### src/rtl/hps_pkg.sv
// Shared types for the host port slave.
// Assumes a 16-bit or wider host bus; control word fields sit at fixed bits.
package hps_pkg;
    typedef enum logic [1:0] {
        SEL_CTRL = 2'd0,
        SEL_ADDR = 2'd1,
        SEL_DATA = 2'd2,
        SEL_DINC = 2'd3
    } hsel_e;

    typedef enum logic [1:0] {
        OP_NONE  = 2'd0,
        OP_PREF  = 2'd1,
        OP_PLAIN = 2'd2,
        OP_WRITE = 2'd3
    } mop_e;

    localparam int FETCH_BIT = 4;
    localparam int NRDY_LSB  = 12;
    localparam logic [1:0] FILL_VAL = 2'b10;
endpackage

### src/rtl/hps_pref_queue.sv
// Prefetch queue: circular buffer of DEPTH words with flush.
// Assumes the caller never pushes when full, never pops when empty,
// and never pops in the same cycle as a flush.
module hps_pref_queue #(
    parameter int W     = 32,
    parameter int DEPTH = 4
) (
    input  logic         clk,
    input  logic         rst_n,
    input  logic         flush,
    input  logic         push,
    input  logic [W-1:0] wdata,
    input  logic         pop,
    output logic [W-1:0] head,
    output logic         empty,
    output logic         full
);
    localparam int PW = (DEPTH > 1) ? $clog2(DEPTH) : 1;
    localparam int CW = $clog2(DEPTH + 1);
    localparam logic [PW-1:0] LAST  = PW'(DEPTH - 1);
    localparam logic [CW-1:0] CFULL = CW'(DEPTH);

    logic [W-1:0]  store [DEPTH];
    logic [PW-1:0] wr_ptr, rd_ptr;
    logic [CW-1:0] cnt;

    // Storage write; contents need no reset
    always_ff @(posedge clk) begin
        if (push) store[wr_ptr] <= wdata;
    end

    // Pointer and occupancy update
    always_ff @(posedge clk) begin
        if (!rst_n || flush) begin
            wr_ptr <= '0;
            rd_ptr <= '0;
            cnt    <= '0;
        end else begin
            if (push) wr_ptr <= (wr_ptr == LAST) ? '0 : wr_ptr + 1'b1;
            if (pop)  rd_ptr <= (rd_ptr == LAST) ? '0 : rd_ptr + 1'b1;
            case ({push, pop})
                2'b10:   cnt <= cnt + 1'b1;
                2'b01:   cnt <= cnt - 1'b1;
                default: cnt <= cnt;
            endcase
        end
    end

    assign head  = store[rd_ptr];
    assign empty = (cnt == '0);
    assign full  = (cnt == CFULL);
endmodule

### src/rtl/hps_mem_engine.sv
// Single-outstanding memory master. Takes an operation when idle and
// holds request, address and data stable until grant.
// Assumes start_op is only non-idle in cycles where cur_op is OP_NONE.
module hps_mem_engine
    import hps_pkg::*;
#(
    parameter int DW = 32
) (
    input  logic          clk,
    input  logic          rst_n,
    input  mop_e          start_op,
    input  logic [DW-1:0] start_addr,
    input  logic [DW-1:0] start_wdata,
    input  logic          mem_gnt,
    output logic          mem_req,
    output logic          mem_we,
    output logic [DW-1:0] mem_addr,
    output logic [DW-1:0] mem_wdata,
    output mop_e          cur_op,
    output logic          done
);
    // Operation register: launch from idle, retire on grant
    always_ff @(posedge clk) begin
        if (!rst_n) begin
            cur_op    <= OP_NONE;
            mem_addr  <= '0;
            mem_wdata <= '0;
        end else if (cur_op == OP_NONE) begin
            if (start_op != OP_NONE) begin
                cur_op    <= start_op;
                mem_addr  <= start_addr;
                mem_wdata <= start_wdata;
            end
        end else if (mem_gnt) begin
            cur_op <= OP_NONE;
        end
    end

    assign mem_req = (cur_op != OP_NONE);
    assign mem_we  = (cur_op == OP_WRITE);
    assign done    = mem_req && mem_gnt;
endmodule

### src/rtl/host_port_slave.sv
// Host port slave: 16-bit host access to a 32-bit space through control,
// address, data and stepping-data resources, with a read-ahead queue.
// Assumes HW >= 16 and the host holds its inputs until h_ready is seen.
module host_port_slave
    import hps_pkg::*;
#(
    parameter int HW    = 16,
    parameter int DEPTH = 4
) (
    input  logic            clk,
    input  logic            rst_n,
    input  logic            h_cs,
    input  logic            h_we,
    input  logic [1:0]      h_sel,
    input  logic            h_half,
    input  logic [HW-1:0]   h_wdata,
    output logic [HW-1:0]   h_rdata,
    output logic            h_ready,
    output logic            mem_req,
    output logic            mem_we,
    output logic [2*HW-1:0] mem_addr,
    output logic [2*HW-1:0] mem_wdata,
    input  logic            mem_gnt,
    input  logic [2*HW-1:0] mem_rdata
);
    localparam int DW = 2 * HW;
    localparam logic [DW-1:0] STEP = DW'(DW / 8);

    hsel_e         sel;
    mop_e          cur_op, start_op;
    logic          done, eng_idle, wr_pend;
    logic [DW-1:0] addr_q, fa_q, hold_q, start_addr, q_head;
    logic [HW-1:0] wlo_q, ctrl_rd, rd_mux;
    logic          pf_on_q, stale_q, plain_ok_q;
    logic          q_empty, q_full, q_push, q_pop, flush;
    logic          acc, is_data, plain_req, wr_go, fetch_kick;
    logic [3:0]    nrdy;

    assign sel      = hsel_e'(h_sel);
    assign eng_idle = (cur_op == OP_NONE);
    assign wr_pend  = (cur_op == OP_WRITE);
    assign is_data  = (sel == SEL_DATA) || (sel == SEL_DINC);
    assign nrdy     = {q_empty, !plain_ok_q, wr_pend, wr_pend};

    // Readiness of the access currently presented
    always_comb begin
        case (sel)
            SEL_CTRL: h_ready = !h_we || !wr_pend;
            SEL_ADDR: h_ready = !wr_pend;
            SEL_DATA: h_ready = h_we ? (!h_half || eng_idle) : (h_half || plain_ok_q);
            default:  h_ready = h_we ? (!h_half || eng_idle) : (h_half || !q_empty);
        endcase
    end

    assign acc       = h_cs && h_ready;
    assign plain_req = h_cs && (sel == SEL_DATA) && !h_we && !h_half && !plain_ok_q;
    assign wr_go     = acc && h_we && h_half && is_data;
    assign flush     = (acc && h_we && (sel == SEL_ADDR)) || wr_go || plain_req;
    assign fetch_kick = (acc && h_we && (sel == SEL_CTRL) && h_wdata[FETCH_BIT])
                      || (h_cs && !h_we && !h_half && (sel == SEL_DINC) && q_empty);
    assign q_pop     = acc && !h_we && !h_half && (sel == SEL_DINC);
    assign q_push    = done && (cur_op == OP_PREF) && !stale_q && !flush;

    // Launch choice for the memory engine: write, then plain read, then read-ahead
    always_comb begin
        start_op   = OP_NONE;
        start_addr = addr_q;
        if (eng_idle) begin
            if (wr_go) begin
                start_op = OP_WRITE;
            end else if (plain_req) begin
                start_op = OP_PLAIN;
            end else if (pf_on_q && !flush && !q_full) begin
                start_op   = OP_PREF;
                start_addr = fa_q;
            end
        end
    end

    hps_mem_engine #(.DW(DW)) u_eng (
        .clk        (clk),
        .rst_n      (rst_n),
        .start_op   (start_op),
        .start_addr (start_addr),
        .start_wdata({h_wdata, wlo_q}),
        .mem_gnt    (mem_gnt),
        .mem_req    (mem_req),
        .mem_we     (mem_we),
        .mem_addr   (mem_addr),
        .mem_wdata  (mem_wdata),
        .cur_op     (cur_op),
        .done       (done)
    );

    hps_pref_queue #(.W(DW), .DEPTH(DEPTH)) u_q (
        .clk  (clk),
        .rst_n(rst_n),
        .flush(flush),
        .push (q_push),
        .wdata(mem_rdata),
        .pop  (q_pop),
        .head (q_head),
        .empty(q_empty),
        .full (q_full)
    );

    // Address pointer: half-word loads and stepping after selector-3 words
    always_ff @(posedge clk) begin
        if (!rst_n) begin
            addr_q <= '0;
        end else if (acc && h_we && (sel == SEL_ADDR)) begin
            if (h_half) addr_q[DW-1:HW] <= h_wdata;
            else        addr_q[HW-1:0]  <= h_wdata;
        end else if (q_pop || (wr_go && (sel == SEL_DINC))) begin
            addr_q <= addr_q + STEP;
        end
    end

    // Read-ahead state: enable flag, next fetch address, drop marker
    always_ff @(posedge clk) begin
        if (!rst_n) begin
            pf_on_q <= 1'b0;
            fa_q    <= '0;
            stale_q <= 1'b0;
        end else begin
            if (flush)                    pf_on_q <= 1'b0;
            else if (fetch_kick)          pf_on_q <= 1'b1;
            if (fetch_kick && !pf_on_q && !flush) fa_q <= addr_q;
            else if (q_push)              fa_q <= fa_q + STEP;
            if (done)                     stale_q <= 1'b0;
            else if (flush && (cur_op == OP_PREF)) stale_q <= 1'b1;
        end
    end

    // Plain-read word holder and low-half write latch
    always_ff @(posedge clk) begin
        if (!rst_n) begin
            plain_ok_q <= 1'b0;
            hold_q     <= '0;
            wlo_q      <= '0;
        end else begin
            if (done && (cur_op == OP_PLAIN)) begin
                plain_ok_q <= 1'b1;
                hold_q     <= mem_rdata;
            end else if (acc && !h_we && !h_half && (sel == SEL_DATA)) begin
                plain_ok_q <= 1'b0;
            end else if (q_pop) begin
                hold_q <= q_head;
            end
            if (acc && h_we && !h_half && is_data) wlo_q <= h_wdata;
        end
    end

    // Control word image
    always_comb begin
        ctrl_rd = '0;
        ctrl_rd[NRDY_LSB +: 4] = nrdy;
        ctrl_rd[6:5]           = FILL_VAL;
        ctrl_rd[FETCH_BIT]     = pf_on_q;
    end

    // Read data select
    always_comb begin
        case (sel)
            SEL_CTRL: rd_mux = ctrl_rd;
            SEL_ADDR: rd_mux = h_half ? addr_q[DW-1:HW] : addr_q[HW-1:0];
            SEL_DATA: rd_mux = h_half ? hold_q[DW-1:HW] : hold_q[HW-1:0];
            default:  rd_mux = h_half ? hold_q[DW-1:HW] : q_head[HW-1:0];
        endcase
    end

    // Host read data register
    always_ff @(posedge clk) begin
        if (!rst_n)             h_rdata <= '0;
        else if (acc && !h_we)  h_rdata <= rd_mux;
    end
endmodule

### config.mk
export PLATFORM = sky130hd
export DESIGN_NAME = host_port_slave
export DESIGN_NICKNAME = d
export VERILOG_FILES = /design/src/rtl/hps_pkg.sv /design/src/rtl/hps_pref_queue.sv /design/src/rtl/hps_mem_engine.sv /design/src/rtl/host_port_slave.sv
export SDC_FILE = /design/constraint.sdc
export NUM_CORES = 1
export LEC_CHECK = 0
export BUFFER_PORTS_ARGS = -buffer_cell sky130_fd_sc_hd__buf_2
export CORE_ASPECT_RATIO = 1.2
export CORE_MARGIN = 10
export CORE_UTILIZATION = 40
export DETAILED_ROUTE_END_ITERATION = 16
export HOLD_SLACK_MARGIN = 0.1
export SLEW_MARGIN = 10
export SYNTH_ARGS = -nofsm -noshare
export SYNTH_HDL_FRONTEND = slang
export SYNTH_HIERARCHICAL = 1
export SYNTH_SLANG_ARGS = --single-unit
### constraint.sdc
create_clock -name clk -period 8 [get_ports clk]
set_input_delay 1.6 -clock clk [delete_from_list [all_inputs] [get_ports clk]]
set_output_delay 1.6 -clock clk [all_outputs]
set_load 0.05 [all_outputs]
# After elaboration in Yosys (flattened, before gate mapping)
# Memory sizes are Yosys's and may differ from the RTL's. A register that Yosys moved wholly into a read port is not among the register bits.
# Index checks and enable logic that the tools add are counted.
[op_classes]
n_addsub = 6
eq_ne = 15
n_mux = 35
bitwise_logic = 1
reduce_logical = 70
[ops]
columns = ["op", "count"]
rows = [
  ["2-to-1 mux 32 bit", 10],
  ["2-to-1 mux 16 bit", 5],
  ["adder 32 x 3 -> 32 bit, second input constant", 2],
  ["case mux 16 bit (3 select lines)", 1],
  ["logical AND 1 bit", 32],
  ["2-to-1 mux 2 bit", 10],
  ["nonzero test 2 bit", 8],
  ["== test 2 bit, second input constant", 7],
  ["logical NOT 1 bit", 10],
  ["logical OR 1 bit", 10],
  ["AND reduction 2 bit", 5],
  ["2-to-1 mux 1 bit", 7],
  ["== test 2 x 1 -> 1 bit, second input constant", 3],
  ["inequality test 2 bit, second input constant", 3],
  ["case mux 3 bit (2 select lines)", 1],
  ["adder 2 x 1 -> 2 bit, second input constant", 2],
  ["logical NOT 2 bit", 2],
  ["OR reduction 2 bit", 2],
  ["adder 3 x 1 -> 3 bit, second input constant", 1],
  ["== test 3 bit, second input constant", 1],
  ["logical NOT 3 bit", 1],
  ["case mux 1 bit (3 select lines)", 1],
  ["subtractor 3 x 1 -> 3 bit, second input constant", 1],
  ["inequality test 2 x 1 -> 1 bit, second input constant", 1],
  ["inverter 1 bit", 1],
]
[totals]
register_bits = 204
ramBits = 128
inputBits = 56
out_inout_bits = 83
elab_cells = 143
memories = 1
[memory_table]
columns = ["memory", "depth", "width", "rd", "rd_ports_with_merged_regs", "wr", "line_no", "text"]
rows = [
  ["u_q.store", 4, 32, 1, 1, 1, "hps_pref_queue.sv:23", "logic [W-1:0] store [DEPTH];"],
]

# Longest topological paths before layout
# Gate-level depths: netlist (run 1).
[logic_depth]
word_depth = 21
mapped_depth = 15
depth_no_buf = 13

# Hierarchy
# Netlist (run 1), hierarchy kept.
[by_module_without_submodules]
columns = ["module", "n_inst", "cells_each", "area_each_um2", "seq_area_each_um2"]
rows = [
  ["host_port_slave", 1, 1002, 8005.2, 2622.5],
  ["hps_pref_queue", 1, 216, 5112.4, 4023.9],
  ["hps_mem_engine", 1, 290, 2720.1, 1321.3],
]

# Worst setup path before layout (run 1)
# Ideal clock, no wire load.
[synth_timing]
path_kind = "in2out"
startpoint = "input h_sel[0]"
endpoint = "output h_ready"
arrival_time_ps = 2868
required_ps = 6400
setup_slack_ps = 3532
cell_stages = 5
n_path_buf = 3
path_cell_list = "buf_2 -> buf_1 -> clkbuf_1 -> o21ai_0 -> and2_1"
[synth_via]
elab_chain_cells = 2
word_cells_on_any_way = 4
cone_classes = "eq/ne (2); mux (1); reduce/logical (1)"
[synth_lines]
columns = ["item", "line_no", "text"]
rows = [
  ["start: declaration", "host_port_slave.sv:14", "input logic [1:0] h_sel,"],
  ["== test 2 bit, or another cell as far along", "host_port_slave.sv:47", "case (sel)"],
  ["case mux 1 bit (3 select lines) *", "host_port_slave.sv:47", ""],
  ["end: declaration", "host_port_slave.sv:18", "output logic h_ready,"],
]
# Mark *: on every way between the ends. The rest lies on a longest branch, timed or not.

# Worst setup path in the final report (run 1)
[layout_timing]
startpoint = "input h_sel[1]"
endpoint = "output h_ready"
# Same word-level chain as after synthesis.

==> summary.md, run 1 <==
| Metric | Value |
|---|---|
| Unrepaired setup endpoints after global routing | `false` |
| Clock transition at path regs | `roughly 0.05 ns` |
| Detailed placer's ending HPWL | `30.2 mm` |
| DRC Markers | `0` |
| Layout cells sized above 1 | `18.3%` |
| Starting Density | `40.7%` |
| Fin. max-slew vios | `0` |
| # fillers | `3719` |
| GR Util All Layers | `18.2%` |
| Rows | `a little under 80` |
| Hold Path Cell Cnt | `2` |
| Router iterations before antenna repair | `6` |
| Post-synth top cells | `nand2_1, dfxtp_1, mux2i_1, edfxtp_1, a21oi_1` |
| GP Congestion | `0.927` |
| Total global routing overflow | `0` |
| Period utilization | `61.6%` |
| CP Capture Type | `output port` |
| Startpoint types | `input port` |
| Gate count of the mapped netlist | `1508` |
| PnR worst setup slack | `3.07 ns` |
| Vias per cell | `5.72` |
| Detailed Route Iter0 Violations | `898` |
| Num CTS Buffers | `36` |
| Root Buffer | `clkbuf_16` |
| Postcts setup bufs | `0` |
| Status | `completed` |
| Share of the synthesized area in the top cell type | `between 20% and 30%` |
| CTS tree | `done` |
| Height of the die | `238 um` |
| H-tree level count | `2` |
| Avg Cell Area, Syn | `approximately 11 um^2` |
| Leakage | `0.00636 uW` |
| Critical Path RT | `6.40 ns` |
| CORE AREA | `38900 um^2` |
| Skew-Pair Late Insertion Delay | `0.54 ns` |
| Die width | `202 um` |
| First-pass GRT wire length | `69.7 mm` |
| Type of the worst setup path | `in2out` |
| Die Footprint | `roughly 48000 um^2` |
| Min Tclk post-route | `~4.9 ns` |
| Yosys top cell by area | `dfxtp_1` |
| Ys async rst share | `0%` |
| Clock sink total | `roughly 330` |
| Vias in the first global route | `11700` |
| Worst relative slew slack | `19.8%` |
| Post-synth EDFFs | `128` |
| Most numerous cell in the Yosys netlist | `nand2_1` |
| Area Growth Syn to Fin | `12.7%` |
| Reg2Reg Depth | `10` |
| Wirelength per Cell | `roughly 21 um` |
| Antenna violations before repair | `5` |
| Worst-Margin Slew | `roughly 1.2 ns` |
| Nets | `1649` |
| Max VDD drop | `roughly 0.15 mV` |
| Largest net degree at the start of global routing | `81` |
| Most used DFF post-synth | `dfxtp_1` |
| Power per cell area | `about 210 nW/um^2` |
| Netlist Area Pre-Place | `15800 um^2` |
| Pre-CTS setup slack | `roughly 2.8 ns` |
| Number of synthesized register bits | `334` |
| Top Ports | `139` |
| Final Hold Viols | `0` |
| Max Fclk | `slightly above 200 MHz` |
| Cts repair resizes | `0` |
| Post-synthesis sequential area ratio | `around 50%` |
| Synth unique cells | `89` |
| Post-CTS Hold Fix Bufs | `0` |
| CP max FO | `39` |
| Synth Net Count | `1573` |
| Worst Hold Class | `reg2reg` |
| Max-cap violations | `0` |
| Final Setup Violations | `0` |
| Total power draw | `3730 uW` |
| Detail Route Antenna Nets | `0` |
| YS warnings | `6` |
| Setup TNS | `0 ns` |
| Skew final | `0.0320 ns` |
| WL final | `45.3 mm` |
| Vias | `about 12000` |
| Area contributors post-synth | `dfxtp_1, edfxtp_1, mux2i_1, nand2_1, mux4_2` |
| Clock buffer depth | `3` |
| Arrival @ worst endpoint | `~3.3 ns` |
| Port-buffer cells | `138` |
==> through the flow <==
stage	utilization [%]	std cells	instance area, um^2	hold WS, ns
after CTS	45.8	2135	17800	0.454
after detailed placement	42.8	2072	16700	0.444
after global placement	42.8	2072	16700	0.438
after global routing	45.8	2138	17900	0.472
final	45.8	2138	17900	0.449
after floorplan	-	1508	15800	0.434
==> power by group <==
group | leakage [uW] | switching (uW) | internal (uW)
combinational | 0.00298 | 178 | 79.5
clock | 0.000565 | 698 | 964
sequential | 0.00282 | 26.7 | 1780
total | 0.00636 | 902 | 2830
==> kinds of logic after synthesis <==
family	count (synthesis)	synth area share, %
xor+xnor	7	0.387
mux	205	15.9
buf+inv	147	4.78
flops	334	50.3
fa+ha+maj	9	0.758
compound gates	338	13.6
simple gates	468	14.3
==> critical path: stages <==
cell,delay (ns)
buf_2,0.49
or3b_4,0.47
o31a_4,0.34
and2_1,0.19
buf_2,0.22
==> placed cells by master, fill, tap and decap left out, drive strengths merged, types with 10 or more instances in the layout <==
| cell type | n |
|---|---|
| mux2 | 39 |
| mux2i | 133 |
| or4 | 11 |
| nand4 | 20 |
| inv | 32 |
| nand3 | 32 |
| buf | 155 |
| mux4 | 33 |
| nor4 | 12 |
| a211oi | 17 |
| nor3 | 30 |
| clkbuf | 50 |
| dfxtp | 206 |
| edfxtp | 128 |
| nand2 | 217 |
| a21oi | 102 |
| o21ai | 86 |
| nor2 | 71 |
| a31oi | 29 |
| and2 | 16 |
| or3 | 10 |
| o211ai | 19 |
==> final cells by class <==
| type | count | area (um^2) | area share, % |
|---|---|---|---|
| antenna | 3 | 7.51 | 0.0421 |
| tap | 526 | 658 | 3.69 |
| inverter | 30 | 113 | 0.631 |
| clock buffer | 50 | 1020 | 5.74 |
| multi-input combinational | 1027 | 7120 | 39.9 |
| clock inverter | 13 | 134 | 0.750 |
| timing repair buffer | 155 | 825 | 4.62 |
| sequential | 334 | 7970 | 44.6 |
==> routing by layer <==
metal | vias to the layer above | global-route usage [%] | part of all wire, %
met5 | - | 0 | 0.051
met1 | 5976 | 22.1 | 42
met4 | 4 | 8.71 | 4.3
li1 | 5778 | - | -
met2 | 369 | 30.6 | 48
met3 | 95 | 3.46 | 5.7
==> state kept, by name (all words and copies together), names as in the netlist, named ones only <==
signal,count
u_q/store,128
addr_q,32
fa_q,32
hold_q,32
u_eng/mem_addr,32
u_eng/mem_wdata,32
h_rdata,16
wlo_q,16
u_q/cnt,3
u_eng/cur_op,2
u_q/rd_ptr,2
u_q/wr_ptr,2
pf_on_q,1
plain_ok_q,1
stale_q,1
==> final timing paths <==
check | start | end | slack (ns)
max | h_sel[1] | h_ready | 3.07
min | u_eng/mem_addr[24] | u_eng/mem_addr[24] | 0.45
max reg2reg | u_q/cnt[0] | u_eng/mem_addr[22] | 4.30
min reg2reg | u_eng/mem_addr[24] | u_eng/mem_addr[24] | 0.45
Power figures use the tool's default switching activity.
==> run 2: changes to the inputs <==
Settings changed: ABC_AREA set to 1.
Clock period 8 ns to 5.1 ns, I/O delays scaled along.
==> summary.md, run 2 <==
| Metric | Value |
|---|---|
| Status | `completed` |
| Vias in the first global route | `13900 (+18%)` |
| Final Hold Viols | `0 (unchanged)` |
| Post-synth top cells | `nand2_1, nor2_1, dfxtp_1, inv_1` |
| CORE AREA | `40700 um^2 (+4.6%)` |
| Nets | `2281 (+38%)` |
| Number of synthesized register bits | `334 (unchanged)` |
| Max Fclk | `slightly below 300 MHz` |
| Gate count of the mapped netlist | `2145 (+42%)` |
| YS warnings | `6 (unchanged)` |
| Skew-Pair Late Insertion Delay | `0.58 ns (+0.04 ns)` |
| Total global routing overflow | `0 (unchanged)` |
| Largest net degree at the start of global routing | `107 (+32%)` |
| Clock buffer depth | `3 (unchanged)` |
| Worst relative slew slack | `31.9% (+12 points)` |
| Area contributors post-synth | `dfxtp_1, edfxtp_1, nand2_1, nor2_1, a21oi_1` |
| Worst Hold Class | `reg2reg` |
| Top Ports | `139 (unchanged)` |
| Reg area | `7970 um^2 (unchanged)` |
| Height of the die | `242 um (+1.8%)` |
| Comb power frac | `10.9% (+4.0 points)` |
| Max-cap violations | `0 (unchanged)` |
| Port-buffer cells | `138 (unchanged)` |
| Detail Route Antenna Nets | `0 (unchanged)` |
| Router iterations before antenna repair | `6 (unchanged)` |
| Clock power frac | `43.0% (-1.5 points)` |
| Final Setup Violations | `0 (unchanged)` |
| Cts repair resizes | `0 (unchanged)` |
| Flop pwr share | `46.1% (-2.5 points)` |
| Period utilization | `66.0%` |
| GP Congestion | `0.892 (-3.7%)` |
| CP Capture Type | `output port` |
| Clock sink total | `334 (unchanged)` |
| Max FFs per register | `128 (unchanged)` |
| Die width | `205 um (+1.7%)` |
| Fin. max-slew vios | `0 (unchanged)` |
| Netlist Area Pre-Place | `16500 um^2 (+3.9%)` |
| Unrepaired setup endpoints after global routing | `false` |
| Area Growth Syn to Fin | `13.0%` |
| Root Buffer | `clkbuf_16` |
| Pre-CTS setup slack | `1.39 ns (-1.41 ns)` |
| Postcts setup bufs | `0 (unchanged)` |
| Synth Net Count | `2210 (+40%)` |
| Startpoint types | `input port` |
| Most used DFF post-synth | `dfxtp_1` |
| Skew final | `0.0262 ns (-0.00573 ns)` |
| First-pass GRT wire length | `81.0 mm (+16%)` |
| H-tree level count | `2 (unchanged)` |
| Ys async rst share | `0% (unchanged)` |
| Yosys top cell by area | `dfxtp_1` |
| Switch Pwr | `1770 uW (+96%)` |
| Arrival @ worst endpoint | `2.35 ns (-0.98 ns)` |
| PnR worst setup slack | `1.73 ns (-1.34 ns)` |
| WL final | `52.5 mm (+16%)` |
| Layout cells sized above 1 | `11.3% (-7.0 points)` |
| Area of the multi-input gates | `7070 um^2 (-0.67%)` |
| Critical Path RT | `4.08 ns (-2.32 ns)` |
| Share of the synthesized area in the top cell type | `25.1% (-0.98 points)` |
| DRC Markers | `0 (unchanged)` |
| Vias per cell | `5.29 (-7.5%)` |
| Max VDD drop | `0.277 mV (+83%)` |
| Antenna violations before repair | `2 (-3)` |
| Post-synth EDFFs | `128 (unchanged)` |
| Commonest non-fill, non-tap cells in the layout | `nand2_1, nor2_1, dfxtp_1, inv_1` |
| Post-synthesis sequential area ratio | `48.4% (-1.9 points)` |
| Synth unique cells | `44 (-51%)` |
| Leakage | `0.00733 uW (+15%)` |
| CP max FO | `13 (-67%)` |
| DP Area | `17300 um^2 (+3.9%)` |
| Post-CTS Hold Fix Bufs | `0 (unchanged)` |
| Type of the worst setup path | `in2out` |
| Int Power | `4570 uW (+62%)` |
| Min Tclk post-route | `3.37 ns` |
| Clock transition at path regs | `0.07 ns (+0.02 ns)` |
| Detailed Route Iter0 Violations | `1144 (+27%)` |
| # diodes | `0 (-3)` |
| Setup TNS | `0 ns (unchanged)` |
| CTS tree | `done` |
| Most common cell after layout, fill and taps aside | `nand2_1` |
| Die Footprint | `49700 um^2 (+3.6%)` |
| Detailed placer's ending HPWL | `35.8 mm (+19%)` |
| Net Sw Frac | `27.9% (+3.7 points)` |
| GR Util All Layers | `20.5% (+2.4 points)` |
| Total power draw | `6340 uW (+70%)` |
| Avg Cell Area, Syn | `7.67 um^2 (-27%)` |
| Final core occ | `45.7% (-0.17 points)` |
| Vias | `14700 (+21%)` |
| Starting Density | `40.4% (-0.27 points)` |
| Num CTS Buffers | `38 (+5.6%)` |
| Wirelength per Cell | `18.8 um (-11%)` |
| Fin area | `18600 um^2 (+4.2%)` |
| Most numerous cell in the Yosys netlist | `nand2_1` |
| # fillers | `4216 (+13%)` |
| Rows | `81 (+2.5%)` |
| Biggest register | `u_q/store` |
| Power per cell area | `341 nW/um^2 (+63%)` |
| Worst-Margin Slew | `1.02 ns (-0.170 ns)` |
==> run 2: cell types whose count changed in the layout (fill, tap and decap cells not counted), moves of 17 or more <==
cell and change:
mux2i_1 -133, o21ai_1 +63, o22ai_1 +32, o21ai_0 +76
a21oi_1 +60, a211oi_1 -17, inv_1 +152, mux4_2 -31
nor2_1 +192, nand2_1 +242, mux2_2 -30, xor2_1 +46
nand3_1 +126, o211ai_1 -19
==> run 2: final timing paths <==
check | startpoint | endpoint | slack [ns] | cells past startpoint
worst max-delay path | h_sel[1] | h_ready | 1.73 | 8
worst min register to register | fa_q[1] | fa_q[1] | 0.46 | 2
worst max register to register | u_q/cnt[1] | u_eng/mem_wdata[27] | 2.20 | 15
worst min-delay path | fa_q[1] | fa_q[1] | 0.46 | 2
==> run 2: logic make-up (layout without fill, tap and decap cells) <==
family | count (synthesis) | count (layout) | share of synthesized area, %
DFF | 334 | 334 | 48.4
xor gates and xnor gates | 53 | 53 | 2.82
AOI/OAI and AO/OA | 472 | 472 | 15.3
and+or+nand+nor | 953 | 953 | 24.0
adders and majority gates | 9 | 9 | 0.730
buffers and inverters | 324 | 425 | 8.73
==> run 2: layout make-up <==
| type | count | share of cell area, % |
|---|---|---|
| Sequential cell | 334 | 42.8 |
| Multi-Input combinational cell | 1487 | 38.0 |
| Clock buffer | 55 | 5.83 |
| Timing Repair Buffer | 164 | 4.84 |
| Inverter | 191 | 3.89 |
| Tap cell | 539 | 3.62 |
| Clock inverter | 15 | 0.955 |
==> run 2: power groups by stage <==
stage                     Combinational [uW]  Clock (uW)  Sequential (uW)
after floorplan                          331           0             3130
after global placement                   689           0             2980
after detailed placement                 695           0             2980
after CTS                                696        2790             2920
after global routing                     761        2900             2930
final                                    692        2730             2920
==> run 2: worst max-delay path, cell delays in order <==
cell,delay (ns)
buf_2,0.15
inv_2,0.09
nor2_4,0.33
nand3_1,0.15
nand2_2,0.15
nand2_1,0.10
inv_2,0.09
buf_2,0.27
==> run 2: routing by layer <==
| layer | share of wire [%] | up-vias | GRT usage (%) |
|---|---|---|---|
| li1 | - | 7270 | - |
| met1 | 43 | 6921 | 26.8 |
| met4 | 2.2 | 4 | 5.69 |
| met3 | 6.6 | 74 | 3.60 |
| met2 | 48 | 465 | 34.1 |
| met5 | 0.051 | - | 0 |
==> run 2: metrics by stage <==
stage | std cells | hold WS, ns
6_report | 2785 | 0.463
2_1_floorplan | 2145 | 0.425
3_5_place_dp | 2715 | 0.449
4_1_cts | 2785 | 0.458
3_3_place_gp | 2715 | 0.440
5_1_grt | 2785 | 0.495
